## config.mk

```make
export PLATFORM = sky130hd
export DESIGN_NAME = flash_bus_handover
export DESIGN_NICKNAME = d
export VERILOG_FILES = /design/src/rtl/fbh_pkg.sv /design/src/rtl/fbh_owner_fsm.sv /design/src/rtl/fbh_port_route.sv /design/src/rtl/flash_bus_handover.sv
export SDC_FILE = /design/constraint.sdc
export NUM_CORES = 1
export LEC_CHECK = 0
export ABC_AREA = 1
export BUFFER_PORTS_ARGS = -buffer_cell sky130_fd_sc_hd__buf_2
export CAP_MARGIN = 20
export CORE_AREA = 10 10 191 193
export DETAILED_ROUTE_END_ITERATION = 6
export DIE_AREA = 0 0 201 203
export HOLD_SLACK_MARGIN = 0.06
export PLACE_DENSITY = 0.42
export SYNTH_ARGS = -nofsm -noshare
export SYNTH_HDL_FRONTEND = slang
export SYNTH_SLANG_ARGS = --single-unit
```

## constraint.sdc

```tcl
create_clock -name clk -period 2.5 [get_ports clk]
set_input_delay 0.5 -clock clk [delete_from_list [all_inputs] [get_ports clk]]
set_output_delay 0.5 -clock clk [all_outputs]
set_load 0.03 [all_outputs]
```

## src/rtl/fbh_pkg.sv

```systemverilog
package fbh_pkg;

   typedef enum logic [1:0] {
      OWN_HOST  = 2'd0,
      OWN_DRAIN = 2'd1,
      OWN_ENG   = 2'd2
   } own_t;

endpackage

```

## src/rtl/fbh_owner_fsm.sv

```systemverilog
module fbh_owner_fsm
   import fbh_pkg::*;
(
   input  logic clk,
   input  logic rst_n,
   input  logic eng_req,
   input  logic cfg_idle,
   input  logic dat_idle,
   output own_t state,
   output logic host_open,
   output logic eng_own
);

   own_t state_d;

   always_comb begin
      state_d = state;
      unique case (state)
         OWN_HOST:  if (eng_req) state_d = OWN_DRAIN;
         OWN_DRAIN: begin
            if (!eng_req)                  state_d = OWN_HOST;
            else if (cfg_idle && dat_idle) state_d = OWN_ENG;
         end
         OWN_ENG:   if (!eng_req) state_d = OWN_HOST;
         default:   state_d = OWN_HOST;
      endcase
   end

   always_ff @(posedge clk) begin
      if (!rst_n) state <= OWN_HOST;
      else        state <= state_d;
   end

   // host path closes in the very cycle the engine asks
   assign host_open = (state == OWN_HOST) && !eng_req;
   assign eng_own   = (state == OWN_ENG);

endmodule

```

## src/rtl/fbh_port_route.sv

```systemverilog
module fbh_port_route #(
   parameter  int AW         = 8,
   parameter  int DW         = 32,
   parameter  int MAX_OUT    = 4,
   parameter  bit GATE_RDATA = 1'b1,
   localparam int CW         = $clog2(MAX_OUT + 1)
) (
   input  logic          clk,
   input  logic          rst_n,
   input  logic          host_open,
   input  logic          eng_own,
   input  logic          h_valid,
   output logic          h_ready,
   input  logic          h_write,
   input  logic [AW-1:0] h_addr,
   input  logic [DW-1:0] h_wdata,
   output logic          h_rvalid,
   output logic [DW-1:0] h_rdata,
   input  logic          e_valid,
   output logic          e_ready,
   input  logic          e_write,
   input  logic [AW-1:0] e_addr,
   input  logic [DW-1:0] e_wdata,
   output logic          e_rvalid,
   output logic [DW-1:0] e_rdata,
   output logic          c_valid,
   input  logic          c_ready,
   output logic          c_write,
   output logic [AW-1:0] c_addr,
   output logic [DW-1:0] c_wdata,
   input  logic          c_rvalid,
   input  logic [DW-1:0] c_rdata,
   output logic          idle,
   output logic [CW-1:0] busy
);

   if (MAX_OUT < 1) begin : g_bad_depth
      $error("fbh_port_route: MAX_OUT must be at least 1");
   end
   if (AW < 1 || DW < 1) begin : g_bad_width
      $error("fbh_port_route: widths must be positive");
   end

   logic [CW-1:0] h_cnt, e_cnt;
   logic          room, issue_h, issue_e, ret_h, ret_e, to_eng;

   assign busy = h_cnt + e_cnt;
   assign idle = (busy == '0);
   assign room = (busy < CW'(MAX_OUT));

   // request side: owner selects, limit gates
   assign h_ready = host_open && room && c_ready;
   assign e_ready = eng_own   && room && c_ready;
   assign c_valid = room && (eng_own ? e_valid : (host_open && h_valid));
   assign c_write = eng_own ? e_write : h_write;
   assign c_addr  = eng_own ? e_addr  : h_addr;
   assign c_wdata = eng_own ? e_wdata : h_wdata;

   assign issue_h = h_valid && h_ready;
   assign issue_e = e_valid && e_ready;

   // engine requests always precede later host ones, so in-order
   // responses belong to the engine while any engine one is open
   assign to_eng   = (e_cnt != '0);
   assign ret_h    = c_rvalid && !to_eng;
   assign ret_e    = c_rvalid &&  to_eng;
   assign h_rvalid = ret_h;
   assign e_rvalid = ret_e;

   if (GATE_RDATA) begin : g_gated
      assign h_rdata = ret_h ? c_rdata : '0;
      assign e_rdata = ret_e ? c_rdata : '0;
   end else begin : g_shared
      assign h_rdata = c_rdata;
      assign e_rdata = c_rdata;
   end

   always_ff @(posedge clk) begin
      if (!rst_n) begin
         h_cnt <= '0;
         e_cnt <= '0;
      end else begin
         h_cnt <= h_cnt + CW'(issue_h) - CW'(ret_h);
         e_cnt <= e_cnt + CW'(issue_e) - CW'(ret_e);
      end
   end

endmodule

```

## src/rtl/flash_bus_handover.sv

```systemverilog
module flash_bus_handover
   import fbh_pkg::*;
#(
   parameter int CFG_AW     = 8,
   parameter int CFG_DW     = 32,
   parameter int DAT_AW     = 24,
   parameter int DAT_DW     = 32,
   parameter int MAX_OUT    = 4,
   parameter bit GATE_RDATA = 1'b1
) (
   input  logic              clk,
   input  logic              rst_n,
   input  logic              eng_req,
   output logic              eng_grant,
   input  logic              hc_valid,
   output logic              hc_ready,
   input  logic              hc_write,
   input  logic [CFG_AW-1:0] hc_addr,
   input  logic [CFG_DW-1:0] hc_wdata,
   output logic              hc_rvalid,
   output logic [CFG_DW-1:0] hc_rdata,
   input  logic              ec_valid,
   output logic              ec_ready,
   input  logic              ec_write,
   input  logic [CFG_AW-1:0] ec_addr,
   input  logic [CFG_DW-1:0] ec_wdata,
   output logic              ec_rvalid,
   output logic [CFG_DW-1:0] ec_rdata,
   output logic              cc_valid,
   input  logic              cc_ready,
   output logic              cc_write,
   output logic [CFG_AW-1:0] cc_addr,
   output logic [CFG_DW-1:0] cc_wdata,
   input  logic              cc_rvalid,
   input  logic [CFG_DW-1:0] cc_rdata,
   input  logic              hd_valid,
   output logic              hd_ready,
   input  logic              hd_write,
   input  logic [DAT_AW-1:0] hd_addr,
   input  logic [DAT_DW-1:0] hd_wdata,
   output logic              hd_rvalid,
   output logic [DAT_DW-1:0] hd_rdata,
   input  logic              ed_valid,
   output logic              ed_ready,
   input  logic              ed_write,
   input  logic [DAT_AW-1:0] ed_addr,
   input  logic [DAT_DW-1:0] ed_wdata,
   output logic              ed_rvalid,
   output logic [DAT_DW-1:0] ed_rdata,
   output logic              cd_valid,
   input  logic              cd_ready,
   output logic              cd_write,
   output logic [DAT_AW-1:0] cd_addr,
   output logic [DAT_DW-1:0] cd_wdata,
   input  logic              cd_rvalid,
   input  logic [DAT_DW-1:0] cd_rdata
);

   localparam int CW = $clog2(MAX_OUT + 1);

   own_t          own_state;
   logic          host_open, eng_own, cfg_idle, dat_idle;
   logic [CW-1:0] cfg_busy, dat_busy;

   fbh_owner_fsm u_fsm (
      .clk       (clk),
      .rst_n     (rst_n),
      .eng_req   (eng_req),
      .cfg_idle  (cfg_idle),
      .dat_idle  (dat_idle),
      .state     (own_state),
      .host_open (host_open),
      .eng_own   (eng_own)
   );

   assign eng_grant = eng_own;

   fbh_port_route #(
      .AW(CFG_AW), .DW(CFG_DW), .MAX_OUT(MAX_OUT), .GATE_RDATA(GATE_RDATA)
   ) u_cfg (
      .clk(clk), .rst_n(rst_n), .host_open(host_open), .eng_own(eng_own),
      .h_valid(hc_valid), .h_ready(hc_ready), .h_write(hc_write),
      .h_addr(hc_addr), .h_wdata(hc_wdata), .h_rvalid(hc_rvalid), .h_rdata(hc_rdata),
      .e_valid(ec_valid), .e_ready(ec_ready), .e_write(ec_write),
      .e_addr(ec_addr), .e_wdata(ec_wdata), .e_rvalid(ec_rvalid), .e_rdata(ec_rdata),
      .c_valid(cc_valid), .c_ready(cc_ready), .c_write(cc_write),
      .c_addr(cc_addr), .c_wdata(cc_wdata), .c_rvalid(cc_rvalid), .c_rdata(cc_rdata),
      .idle(cfg_idle), .busy(cfg_busy)
   );

   fbh_port_route #(
      .AW(DAT_AW), .DW(DAT_DW), .MAX_OUT(MAX_OUT), .GATE_RDATA(GATE_RDATA)
   ) u_dat (
      .clk(clk), .rst_n(rst_n), .host_open(host_open), .eng_own(eng_own),
      .h_valid(hd_valid), .h_ready(hd_ready), .h_write(hd_write),
      .h_addr(hd_addr), .h_wdata(hd_wdata), .h_rvalid(hd_rvalid), .h_rdata(hd_rdata),
      .e_valid(ed_valid), .e_ready(ed_ready), .e_write(ed_write),
      .e_addr(ed_addr), .e_wdata(ed_wdata), .e_rvalid(ed_rvalid), .e_rdata(ed_rdata),
      .c_valid(cd_valid), .c_ready(cd_ready), .c_write(cd_write),
      .c_addr(cd_addr), .c_wdata(cd_wdata), .c_rvalid(cd_rvalid), .c_rdata(cd_rdata),
      .idle(dat_idle), .busy(dat_busy)
   );

endmodule

```

==> Word-level counts from Yosys, hierarchy flattened <==
Cells that the tools add are included.
{ "classes": {"n_addsub": 10, "n_reduce_logical": 31, "order_cmp": 2, "mux": 17, "eq_ne": 5} }
{ "ops": {"columns": ["cell", "count"], "rows": [
  ["32-bit 2-to-1 mux", 6],
  ["24-bit 2-to-1 mux", 1],
  ["1-bit logical AND", 22],
  ["3-bit by 1-bit adder with 3-bit output", 4],
  ["3-bit by 1-bit subtractor with 3-bit output", 4],
  ["2-bit 2-to-1 mux", 4],
  ["8-bit 2-to-1 mux", 1],
  ["3-bit adder", 2],
  ["3-bit logical NOT", 2],
  ["3-bit less-than comparator, second input constant", 2],
  ["2-bit one-hot mux with 3 select lines", 1],
  ["3-bit nonzero test", 2],
  ["1-bit 2-to-1 mux", 4],
  ["2-bit != test, second input constant", 2],
  ["1-bit logical NOT", 3],
  ["3-bit by 2-bit != test with 1-bit output, second input constant", 1],
  ["3-bit AND reduction", 1],
  ["2-bit by 1-bit == test with 1-bit output, second input constant", 1],
  ["2-bit == test, second input constant", 1],
  ["2-bit logical NOT", 1]
]} }
{ "word_totals": {"reg_bits": 14, "wordCells": 70, "output_inout_bits": 237} }

==> Longest topological paths before layout <==
{ "depth": {"depth_word": 7, "ltp_mapped": 15} }

==> Hierarchy <==
A second synthesis with hierarchy kept.
{ "hier_totals": {"hier_cells": 471, "hier_area_um2": 3602.2} }
{ "modules_own_cells": {"columns": ["mod", "area_per_inst_um2", "instances", "seq_area_each_um2", "cells_per_inst"], "rows": [
  ["fbh_port_route at u_dat", 1869.3, 1, 120.1, 234],
  ["fbh_port_route at u_cfg", 1634.1, 1, 120.1, 221],
  ["fbh_owner_fsm", 98.8, 1, 40.0, 16]
]} }

==> Worst setup path before layout <==
OpenSTA, ideal clock, no wires.
{ "synth_timing": {"kind": "input to register", "startpoint": "in cd_rvalid", "endpoint": "reg u_dat.h_cnt[2]", "cell_stages": 10, "path_slack_ns": 0.128, "t_arrival_ns": 2.251, "cell_sequence": "inv_1 -> nor2_1 -> ha_1 -> inv_1 -> ha_1 -> inv_1 -> fa_1 -> xnor2_1 -> o21ai_0 -> a21oi_1"} }
{ "synth_via": {"elab_chain_cells": 2} }
{ "synth_rtl": {"columns": ["element", "line_no", "rtl"], "rows": [
  ["start, declared", "flash_bus_handover.sv:55", "input logic cd_rvalid,"],
  ["1-bit logical AND", "fbh_port_route.sv:65", "assign ret_h = c_rvalid && !to_eng;"],
  ["via hd_rvalid", "flash_bus_handover.sv:41", "output logic hd_rvalid,"],
  ["3-bit by 1-bit subtractor with 3-bit output", "fbh_port_route.sv:83", "h_cnt <= h_cnt + CW'(issue_h) - CW'(ret_h);"],
  ["end signal, assigned", "fbh_port_route.sv:83", null],
  ["end, declared", "fbh_port_route.sv:44", "logic [CW-1:0] h_cnt, e_cnt;"]
]} }
The timed path passes the listed nets, and every way through them passes these cells.
A chain may end at the register's enable or synchronous reset.

==> Final worst setup path <==
{ "layout_timing": {"startpoint": "reg u_cfg.h_cnt[0]", "endpoint": "out hc_ready"} }
{ "layout_via": {"elab_chain_cells": 4} }
{ "layout_rtl": {"columns": ["element", "line_no", "rtl"], "rows": [
  ["start, declared", "fbh_port_route.sv:44", null],
  ["start signal, assigned", "fbh_port_route.sv:83", null],
  ["3-bit adder", "fbh_port_route.sv:47", "assign busy = h_cnt + e_cnt;"],
  ["3-bit less-than comparator", "fbh_port_route.sv:49", "assign room = (busy < CW'(MAX_OUT));"],
  ["1-bit logical AND (2 in a row)", "fbh_port_route.sv:52", "assign h_ready = host_open && room && c_ready;"],
  ["end, declared", "flash_bus_handover.sv:16", "output logic hc_ready,"]
]} }
Every way passes these cells.

==> metrics.md <==
| Metric | Value |
|---|---|
| GR Util All Layers | 10.0% |
| Syn Nets | 948 |
| Netlist cell types | 19 |
| # port buffers | 507 |
| Htree depth | 1 |
| Core region area | 0.0325 sq mm |
| DP Worst Slack | 96.4 ps |
| Cts bufs inserted | 3 |
| Total power | 4740 uW |
| M1 GR Usage | 11.0% |
| Final WL | 22.7 mm |
| Clk_lat worst skew | 250 ps |
| Largest net degree at the start of global routing | 54 |
| Max_cap viols | 0 |
| Leak pwr | 0.00429 uW |
| Worst Slack Setup Final | 145 ps |
| Final Core Density | 19.0% |
| Cells after Synth | 661 |
| Synthesis Warnings | 0 |
| Post-Syn Area | 0.00304 sq mm |
| Power per cell area | 768 mW/mm^2 |
| Placer Congestion | 0.825 |
| Worst-path clk slew | 50 ps |
| Hold Path Class | flip-flop to flip-flop |
| RSZ-0062 raised after global routing | no |
| Max-slew violation count | 0 |
| Antenna violations before repair | 2 |
| Final worst path period share | 94.2% |
| Worst-Margin Slew | 542 ps |
| Ports | 508 |
| Highest clock rate | 0.425 GHz |
| # DRC | 0 |
| VDD IR-drop max | 499 uV |
| Status | complete, no violations |
| First-pass GRT wire length | 33.2 mm |
| Longest Clk Path Bufs | 2 |
| Worst Path Required | 2000 ps |
| Critical Path AT | 1850 ps |
| Number of global-route vias before repair | 5772 |
| Chip width | 201 microns |
| WS Path Type | flip-flop to output port |
| Sink Count | 14 |
| GRT busiest layer | met2 |
| HPWL Detailed | 20.1 mm |
| #FFs+latches synth | 14 |
| Clock tree from TritonCTS | built |
| Finish-stage setup viols | 0 |
| Worst Skew | 0.716 ps |
| Grt met3 use | 2.98% |
| DR iter-0 viols | 257 |
| DR pass1 iterations | 5 |
| Starting Density | 9.37% |
| Final ANT Viol Nets | 0 |
| Avg Vias per Cell | 3.44 |
| Cell Rows | 66 |
| Setup_tns | 0 ps |
| Syn Area/Cell | 4.60 sq um |
| Worst setup SP type | flip-flop |
| Vias | 5486 |
| DIE AREA | 0.0408 sq mm |
| Root buffer cell | clkbuf_16 |
| Critical path endpoint category | output port |
| Hold Vio Cnt, Final | 0 |
| Met2 Use GR | 18.7% |
| Die H | 203 microns |
| Proportion of layout cells with a drive suffix above 1 | 46.5% |
| Minimum clock period | 2350 ps |
| Slew margin rel. | 63.9% |
| Sequential area share after synthesis | 9.21% |
| Total grt overflow | 0 |
| NumNets Final | 1438 |
| Hold buffers post-CTS | 0 |
| Wire length per cell | 14.2 microns |
| Area growth syn-to-layout | 103% |
| Crit-path max FO | 3 |
-- state kept, by name (all words and copies together), names as in the netlist --
register,cells
u_cfg.e_cnt,3
u_cfg.h_cnt,3
u_dat.e_cnt,3
u_dat.h_cnt,3
u_fsm.state,2
-- synthesized netlist by cell type --
cell | count | area, sq um
nand2_1 | 321 | 1200
nor2_1 | 145 | 544
inv_1 | 104 | 390
buf_2 | 14 | 70.1
dfxtp_1 | 14 | 280
ha_1 | 10 | 125
buf_6 | 9 | 101
a21oi_1 | 8 | 40.0
clkbuf_1 | 8 | 30.0
nand3_1 | 8 | 40.0
fa_1 | 6 | 120
buf_4 | 3 | 22.5
o21ai_0 | 3 | 15.0
xnor2_1 | 2 | 17.5
xor2_1 | 2 | 17.5
inv_2 | 1 | 3.75
nor2_2 | 1 | 6.26
nor2b_1 | 1 | 6.26
or2_2 | 1 | 6.26
-- cell families (layout without fill, tap and decap cells) --
group	Yosys count	count (layout)	synth area share, %
AO/OA/AOI/OAI	11	11	1.81
adder cells (fa/ha/maj)	16	16	8.06
buffers and inverters	139	628	20.3
XOR/XNOR	4	4	1.15
flip-flops	14	14	9.21
other	0	1	0
AND/OR/NAND/NOR	477	477	59.4
-- report_power, final --
part	internal [uW]	total [uW]	switching [uW]
sequential	311	371	60.8
combinational	1150	4030	2880
clock	243	343	99.9
total	1700	4740	3040
-- layout by cell type, fill, tap and decap left out, drive strengths merged --
cell type,count
ha,10
xor2,2
nor2,146
nor2b,1
diode,1
fa,6
buf,517
nand3,8
or2,1
nand2,321
o21ai,3
clkinv,1
xnor2,2
clkbuf,6
dfxtp,14
inv,104
a21oi,8
-- layout make-up --
cell class              instances  area, sq um
clock buffers                   4         88.8
fillers                      3853        26300
multi-input cells             508         2180
inverters                     105          395
diodes                          1         2.50
repair buffers                519         2670
flip-flops and latches         14          283
well taps                     442          553
-- critical path, cell delays in order, from the launching register on --
cell and delay, ps:
dfxtp_1 330, ha_1 140, inv_1 50, fa_2 350, inv_1 60, nand2_1 70, nand3_2 90, nand3_2 90
buf_4 150, nor2_1 80, clkbuf_4 200
-- final timing paths --
| path | cells after the start | end | from | slack [ps] |
|---|---|---|---|---|
| max reg2reg | 12 | u_dat.h_cnt[2] | u_dat.e_cnt[0] | 170 |
| max | 10 | hc_ready | u_cfg.h_cnt[0] | 150 |
| min reg2reg | 1 | u_cfg.e_cnt[2] | u_cfg.e_cnt[2] | 490 |
| min | 1 | u_cfg.e_cnt[2] | u_cfg.e_cnt[2] | 490 |
-- through the flow --
step | cell area [sq um] | instances | hold slack, ps
floorplan | 3040 | 661 | 443
global placement | 6030 | 1586 | 480
detailed placement | 6030 | 1586 | 487
CTS | 6120 | 1590 | 490
global route | 6170 | 1593 | 543
finish | 6170 | 1593 | 493
-- routing by layer --
layer	share of wire (%)	routed length, microns	up-vias
met5	0	0	-
met4	1.3	297	0
met3	9.2	2090	16
met2	51	11600	310
met1	38	8730	2305
li1	-	-	2855
-- repair_timing --
action | 4_1_cts | 5_1_grt
setup buffers | 0 | 2
setup endpoints to repair | 0 | 14
resized for setup | 0 | 12
(Power assumes the default switching activity.)
